[src/rtl/ann_pkg.sv]
// Package: shared constants and the decoded-hit record for the annunciator unit.
// Assumes a 16-bit address bus and an 8-bit data bus by default.
package ann_pkg;
    localparam int ADDR_W_DEF = 16;
    localparam int DATA_W_DEF = 8;
    localparam int NUM_ANN    = 4;

    // One decoded access: per-bit clear/set strobes, trigger hit, status read.
    typedef struct packed {
        logic [NUM_ANN-1:0] clr;
        logic [NUM_ANN-1:0] set;
        logic               trig;
        logic               stat_rd;
    } ann_hits_t;
endpackage

[src/rtl/ann_decode.sv]
// Module: ann_decode
// Turns a qualified bus access into one-hot clear/set strobes per annunciator,
// a trigger hit for the status location and a status-read flag.
// Assumes annunciator pairs are consecutive from ANN_BASE, even = clear, odd = set.
module ann_decode
    import ann_pkg::*;
#(
    parameter int                ADDR_W    = ADDR_W_DEF,
    parameter logic [ADDR_W-1:0] ANN_BASE  = 16'hC058,
    parameter logic [ADDR_W-1:0] TRIG_ADDR = 16'hC07F
) (
    input  logic [ADDR_W-1:0] addr,
    input  logic              wr,
    input  logic              acc_vld,
    output ann_hits_t         hits
);
    logic [NUM_ANN-1:0] clr_v;
    logic [NUM_ANN-1:0] set_v;

    for (genvar i = 0; i < NUM_ANN; i++) begin : g_pair
        localparam logic [ADDR_W-1:0] CLR_A = ANN_BASE + ADDR_W'(2 * i);
        localparam logic [ADDR_W-1:0] SET_A = ANN_BASE + ADDR_W'(2 * i + 1);
        // Per-annunciator address match, direction ignored.
        assign clr_v[i] = acc_vld && (addr == CLR_A);
        assign set_v[i] = acc_vld && (addr == SET_A);
    end

    // Assemble the hit record.
    always_comb begin
        hits.clr     = clr_v;
        hits.set     = set_v;
        hits.trig    = acc_vld && (addr == TRIG_ADDR);
        hits.stat_rd = acc_vld && !wr && (addr == TRIG_ADDR);
    end
endmodule

[src/rtl/ann_regs.sv]
// Module: ann_regs
// Holds the annunciator bits, the double-resolution enable and the trigger pulse.
// Assumes clear and set of one bit never arrive together (distinct addresses).
module ann_regs
    import ann_pkg::*;
(
    input  logic               clk,
    input  logic               rst_n,
    input  logic [NUM_ANN-1:0] clr,
    input  logic [NUM_ANN-1:0] set,
    input  logic               trig_hit,
    output logic [NUM_ANN-1:0] annun,
    output logic               dhr_en,
    output logic               pdl_trig
);
    localparam int TOP = NUM_ANN - 1;

    // Update annunciators, mode enable and trigger pulse; reset sets all bits.
    always_ff @(posedge clk) begin
        if (!rst_n) begin
            annun    <= '1;
            dhr_en   <= 1'b0;
            pdl_trig <= 1'b0;
        end else begin
            annun    <= (annun & ~clr) | set;
            pdl_trig <= trig_hit;
            if (clr[TOP])
                dhr_en <= 1'b1;
            else if (set[TOP])
                dhr_en <= 1'b0;
        end
    end

    for (genvar i = 0; i < NUM_ANN; i++) begin : g_chk
        AST_CLR_TAKES: assert property (@(posedge clk) disable iff (!rst_n)
            clr[i] |=> !annun[i]);
        AST_SET_TAKES: assert property (@(posedge clk) disable iff (!rst_n)
            set[i] |=> annun[i]);
    end

    AST_DHR_INVERSE: assert property (@(posedge clk) disable iff (!rst_n)
        dhr_en == !annun[TOP]);
    AST_TRIG_PULSE: assert property (@(posedge clk) disable iff (!rst_n)
        trig_hit |=> pdl_trig);
    AST_TRIG_QUIET: assert property (@(posedge clk) disable iff (!rst_n)
        !trig_hit |=> !pdl_trig);
endmodule

[src/rtl/ann_rdata.sv]
// Module: ann_rdata
// Drives the read-data byte: mode enable in the top bit on a status read, else zero.
// Assumes the status location is the only readable source in this unit.
module ann_rdata #(
    parameter int DATA_W = ann_pkg::DATA_W_DEF
) (
    input  logic              stat_rd,
    input  logic              dhr_en,
    output logic [DATA_W-1:0] rdata
);
    // Combinational read mux.
    always_comb begin
        rdata = '0;
        if (stat_rd)
            rdata[DATA_W-1] = dhr_en;
    end
endmodule

[src/rtl/ann_switch_unit.sv]
// Module: ann_switch_unit (top)
// Annunciator soft-switch decode with double-resolution enable and paddle trigger.
// Assumes one access per cycle qualified by acc_vld; synchronous active-low reset.
module ann_switch_unit
    import ann_pkg::*;
#(
    parameter int                ADDR_W    = ADDR_W_DEF,
    parameter int                DATA_W    = DATA_W_DEF,
    parameter logic [ADDR_W-1:0] ANN_BASE  = 16'hC058,
    parameter logic [ADDR_W-1:0] TRIG_ADDR = 16'hC07F
) (
    input  logic               clk,
    input  logic               rst_n,
    input  logic [ADDR_W-1:0]  addr,
    input  logic               wr,
    input  logic               acc_vld,
    output logic [NUM_ANN-1:0] annun,
    output logic               dhr_en,
    output logic               pdl_trig,
    output logic [DATA_W-1:0]  rdata
);
    ann_hits_t hits;

    ann_decode #(
        .ADDR_W    (ADDR_W),
        .ANN_BASE  (ANN_BASE),
        .TRIG_ADDR (TRIG_ADDR)
    ) u_dec (
        .addr    (addr),
        .wr      (wr),
        .acc_vld (acc_vld),
        .hits    (hits)
    );

    ann_regs u_regs (
        .clk      (clk),
        .rst_n    (rst_n),
        .clr      (hits.clr),
        .set      (hits.set),
        .trig_hit (hits.trig),
        .annun    (annun),
        .dhr_en   (dhr_en),
        .pdl_trig (pdl_trig)
    );

    ann_rdata #(.DATA_W(DATA_W)) u_rd (
        .stat_rd (hits.stat_rd),
        .dhr_en  (dhr_en),
        .rdata   (rdata)
    );

    AST_IDLE_HOLD: assert property (@(posedge clk) disable iff (!rst_n)
        !acc_vld |=> ($stable(annun) && $stable(dhr_en) && !pdl_trig));
    AST_TRIG_WR_NO_STATE: assert property (@(posedge clk) disable iff (!rst_n)
        (acc_vld && wr && addr == TRIG_ADDR) |=> ($stable(annun) && $stable(dhr_en)));
    AST_RDATA_IDLE: assert property (@(posedge clk) disable iff (!rst_n)
        !(acc_vld && !wr && addr == TRIG_ADDR) |-> (rdata == '0));
endmodule

[config.mk]
export PLATFORM = sky130hd
export DESIGN_NAME = ann_switch_unit
export DESIGN_NICKNAME = d
export VERILOG_FILES = /design/src/rtl/ann_pkg.sv /design/src/rtl/ann_decode.sv /design/src/rtl/ann_regs.sv /design/src/rtl/ann_rdata.sv /design/src/rtl/ann_switch_unit.sv
export SDC_FILE = /design/constraint.sdc
export NUM_CORES = 1
export LEC_CHECK = 0
export BUFFER_PORTS_ARGS = -buffer_cell sky130_fd_sc_hd__buf_2
export CORE_AREA = 2 2 39 41
export CTS_CLUSTER_DIAMETER = 80
export DETAILED_ROUTE_END_ITERATION = 12
export DIE_AREA = 0 0 41 43
export PLACE_DENSITY = 0.69
export SLEW_MARGIN = 20
export SYNTH_ARGS = -nofsm -noshare
export SYNTH_HDL_FRONTEND = slang
export SYNTH_HIERARCHICAL = 1
export SYNTH_SLANG_ARGS = --single-unit
[constraint.sdc]
create_clock -name clk -period 2.3 [get_ports clk]
set_input_delay 0.46 -clock clk [delete_from_list [all_inputs] [get_ports clk]]
set_output_delay 0.46 -clock clk [all_outputs]
set_load 0.01 [all_outputs]
* After elaboration in Yosys (flattened, before gate mapping) *
Index checks and enable logic that the tools add are counted.

cells by class
  muxes and demuxes = 3
  eq/ne operators = 9
  bitwise operators = 3
  reductions and logical operators = 13

operators with widths
  kind                                   count
  16-bit == test, second input constant  9
  1-bit logical AND                      11
  4-bit AND                              1
  4-bit NOT                              1
  4-bit bitwise OR                       1
  1-bit two-way mux                      3
  2-bit nonzero test                     1
  1-bit logical NOT                      1

word-level totals
  logic and storage cells = 31
  input bits = 20
  flip-flop bits (word level) = 6

* Logic depth before layout (Yosys ltp) *
  word-level depth = 5
  mapped depth = 5
  gate-level depth less buffers = 5

* Modules after synthesis *
Netlist, hierarchy kept.

modules (own cells, without submodules)
  module      cells an instance  sequential area each (sq um)  instances  area each (sq um)
  ann_regs    17                 120.1                         1          195.2
  ann_decode  24                 0.0                           1          185.2
  ann_rdata   9                  0.0                           1          62.6

* Least setup slack after synthesis *
Ideal clock, no wire load.

  path type = input to output
  start point = input addr[9]
  end point = output rdata[7]
  data required time = 1840 ps
  path buffers = 0
  setup slack = 197 ps
  cell stages on the path = 4
  arrival time = 1643 ps
  path through = or4_4 > nor4_2 > and4b_1 > and2_1

RTL lines
  element             RTL line               source
  start: declaration  ann_switch_unit.sv:14  input logic [ADDR_W-1:0] addr,
  end: declaration    ann_switch_unit.sv:20  output logic [DATA_W-1:0] rdata

==> results.txt <==
- The flow ran to the end, and the final reports show no timing, DRC or antenna violations.
- Maximum number of pins on one net before global-route repair: 9
- Number of ports placed on the die boundary: 34
- Weighted congestion at the end of routability-driven global placement: a little over 0.8
- After clock tree synthesis, the clock-pin slew on the worst setup and hold paths is ~40 ps.
- Hold path cells: 2
* Die Span Y: around 43 um
- First-pass iteration count of the detailed router: 3
* Setup slack, reg-to-reg: 1590 ps
- TritonCTS built the clock tree.
- ANT nets after route: 0
- Synth top area share: a little over a quarter
- Largest fanout on the critical path: 2
- In the synthesized netlist, the cells that appear most often are sky130_fd_sc_hd__buf_4 (7), sky130_fd_sc_hd__dfxtp_1 (6), sky130_fd_sc_hd__nand3b_1 (6), sky130_fd_sc_hd__nand2b_1 (4).
- Arrival time of data at the critical path endpoint: ~1700 ps
- The worst register-to-register path ends at u_regs/dhr_en$_SDFFE_PN0P_.
- After the last flow step, the layout net total stands at 101.
* Clock root buffer: sky130_fd_sc_hd__clkbuf_4
- Excluding fillers, the count of instances in the completed layout stands at 95.
- After synthesis the cells add up to between 400 and 500 um2.
- Endpoint required time on the critical path: ~1800 ps
* Most used flip-flop cell after synthesis: sky130_fd_sc_hd__dfxtp_1
- The analysis attributes to cell leakage a power of roughly 0.28 nW.
* Wire length after detailed routing: approximately 940 um
- The worst path needs approximately 2200 ps of the cycle, external delays included.
- Per report_power, the clock group accounts for about 39% of the total.
- The worst hold path belongs to the class in2reg.
- Number of maximum-capacitance constraint violations: 0
- For this configuration, the core starts out at a cell density of between 30% and 40%.
- Synth area leader: sky130_fd_sc_hd__dfxtp_1
- Summing the sequential cell areas from Yosys gives between 20% and 30% of the chip area.
* Num rows: 14
* Global-route congestion overflow total: 0
- In this run the critical register-to-register path is launched from u_regs/dhr_en$_SDFFE_PN0P_.
- Max Clock Skew: 0 ps
- The worst register-to-register path has a depth of 2.
* HPWL after detailed placement: between 700 and 800 um
- Std-Cell Core Area: roughly 1400 um2
- Final period utilization: a little over nine tenths
- Placed cells: 92
* Flop and latch count out of synthesis: 6
- Count of buffers inserted at the top-level ports: 26
- Distinct cell type count after synthesis: 19
- Fin. Hold Viols: 0
- TritonCTS buffer count: 3
- DRC violation total after the first TritonRoute iteration: 5
- Total inserted antenna cells: 0
* Terminating pin of the worst hold path: u_regs/annun[0]$_SDFF_PN1_
- The floorplan step set the die width to between 40 and 50 um.
- Unrepaired setup endpoints after global routing: false
- In this run, the combinational gates consume 16.7% of the power.
- The post-route netlist has 45.6% of its cells at a drive strength greater than 1.
- DIE AREA: around 1800 um2
* Vias in the first global route: about 400
- CTS built an H-tree with a depth of 1.
- Sequential cell fraction of total power: about 44%
* Peak ir drop on the vdd network: 170 uV
* Initial antenna violation count: 0
- By area the synthesized netlist is led by sky130_fd_sc_hd__dfxtp_1 (27%), sky130_fd_sc_hd__buf_4 (12%), sky130_fd_sc_hd__nand3b_1 (10%).
- The critical path in this run is classified as in2out.
* Post-DR vias/cell: between 4 and 5
* Pins over their slew limit: 0
* Total power per unit cell area: around 400 nW/um2
* Setup crit start kind: input pin
- Synthesis produced 50 cells.
- Layout-stage area growth over the synthesis result: 35.9%
- Clock insertion delay at the later pin of the skew report: ~240 ps
* Count leader, synth: sky130_fd_sc_hd__buf_4
* Number of remaining DRC errors: 0
* Average wire per cell in the routed design: 9.89 um
* Count of warnings emitted by yosys: 6
- Global routing consumed, over all layers together, between 10% and 20% of the routing resources.
- Switching part of the total: 23.2%
* Final Setup Violations: 0
* Power Internal: approximately 0.00018 W
* First-pass GRT wire length: roughly 1500 um
* CP endpoint kind: primary output
- The startpoint identified for the worst hold timing path is rst_n.
* Buffer depth of the longest clock path: 2
- Clk sink count: 6
- Timing would allow up to 0.460 GHz.
- Once the clock tree was built, the setup fixing pass inserted 0 buffers.
- A synthesized cell averages 8.86 um2.
* Final-layout setup total negative slack: 0 ps
- Net switching power of the design: 0.0000548 W
* Vias: between 400 and 500
* Share of flip-flops with an asynchronous set or reset: 0%
* Count of flip-flops with a built-in enable after synthesis: 0
kinds of logic (layout without fill, tap and decap cells):
logic type,count (synthesis),in the layout,share of synthesized area (%)
flip-flops,6,6,27.1
AND/OR/NAND/NOR,35,35,58.5
AO/OA/AOI/OAI,1,1,1.70
other,1,7,0.847
buffers and inverters,7,30,11.9
cells in the final DEF (no fill, tap or decap), drive strengths merged, types with 3 or more instances in the layout:
cell	synthesis	routed
buf	7	27
clkbuf	0	3
conb	1	7
dfxtp	6	6
nand2	3	3
nand2b	4	4
nand3b	6	6
nor2	3	3
nor4	4	4
or4	3	3
timing repair:
item                       4_1_cts  5_1_grt
gates resized for setup          1        0
hold buffers                     0        0
setup endpoints to repair        1        0
metrics by stage:
stage	total power, W	hold WS (ps)	util, %	area, um2	setup WS, ps
6_report	0.000236	460	43.5	602	127
5_1_grt	0.000249	470	43.5	602	37.2
4_1_cts	0.000241	456	43.5	602	126
3_5_place_dp	0.000144	468	41.2	571	-15.1
3_3_place_gp	0.000143	458	41.2	571	-9.95
2_1_floorplan	0.000129	505	-	465	197
layer usage:
metal  part of all wire [%]  wire (um)  vias up  track usage, %
met3                    9.4         88        2            1.57
met1                     37        344      189            13.8
li1                       -          -      229               -
met5                      0          0        -               0
met4                    2.0         19        0            14.7
met2                     52        487       28            19.4
cell type report:
cell class              instances  area [um2]
repair buffers                 27         138
well taps                      16        20.0
fillers                       148         782
flip-flops and latches          6         120
clock buffers                   3        22.5
multi-input cells              43         302
how the worst max path moves through the flow:
stage,endpoint,depth (start not counted),from
2_1_floorplan,rdata[7],4,addr[9]
3_3_place_gp,rdata[7],6,addr[9]
3_5_place_dp,rdata[7],6,addr[9]
4_1_cts,rdata[7],6,addr[9]
5_1_grt,rdata[7],6,addr[9]
6_report,rdata[7],6,addr[9]
power by group through the flow:
| stage | Combinational (W) | Clock [W] | Sequential (W) |
|---|---|---|---|
| after floorplan | 0.0000227 | 0 | 0.000106 |
| after global placement | 0.0000371 | 0 | 0.000106 |
| after detailed placement | 0.0000382 | 0 | 0.000106 |
| after CTS | 0.0000393 | 0.0000975 | 0.000104 |
| after global routing | 0.0000440 | 0.000101 | 0.000104 |
| final | 0.0000394 | 0.0000922 | 0.000104 |
critical path: stages:
cell and delay (ps):
sky130_fd_sc_hd__buf_2 100, sky130_fd_sc_hd__or4_4 540, sky130_fd_sc_hd__nor4_4 170, sky130_fd_sc_hd__and4b_1 210, sky130_fd_sc_hd__and2_1 110, sky130_fd_sc_hd__buf_2 120
sequential cells by signal (all words and copies together) (netlist names):
| name | count |
|---|---|
| u_regs/annun | 4 |
| u_regs/dhr_en | 1 |
| u_regs/pdl_trig | 1 |
Power figures use the tool's default switching activity.
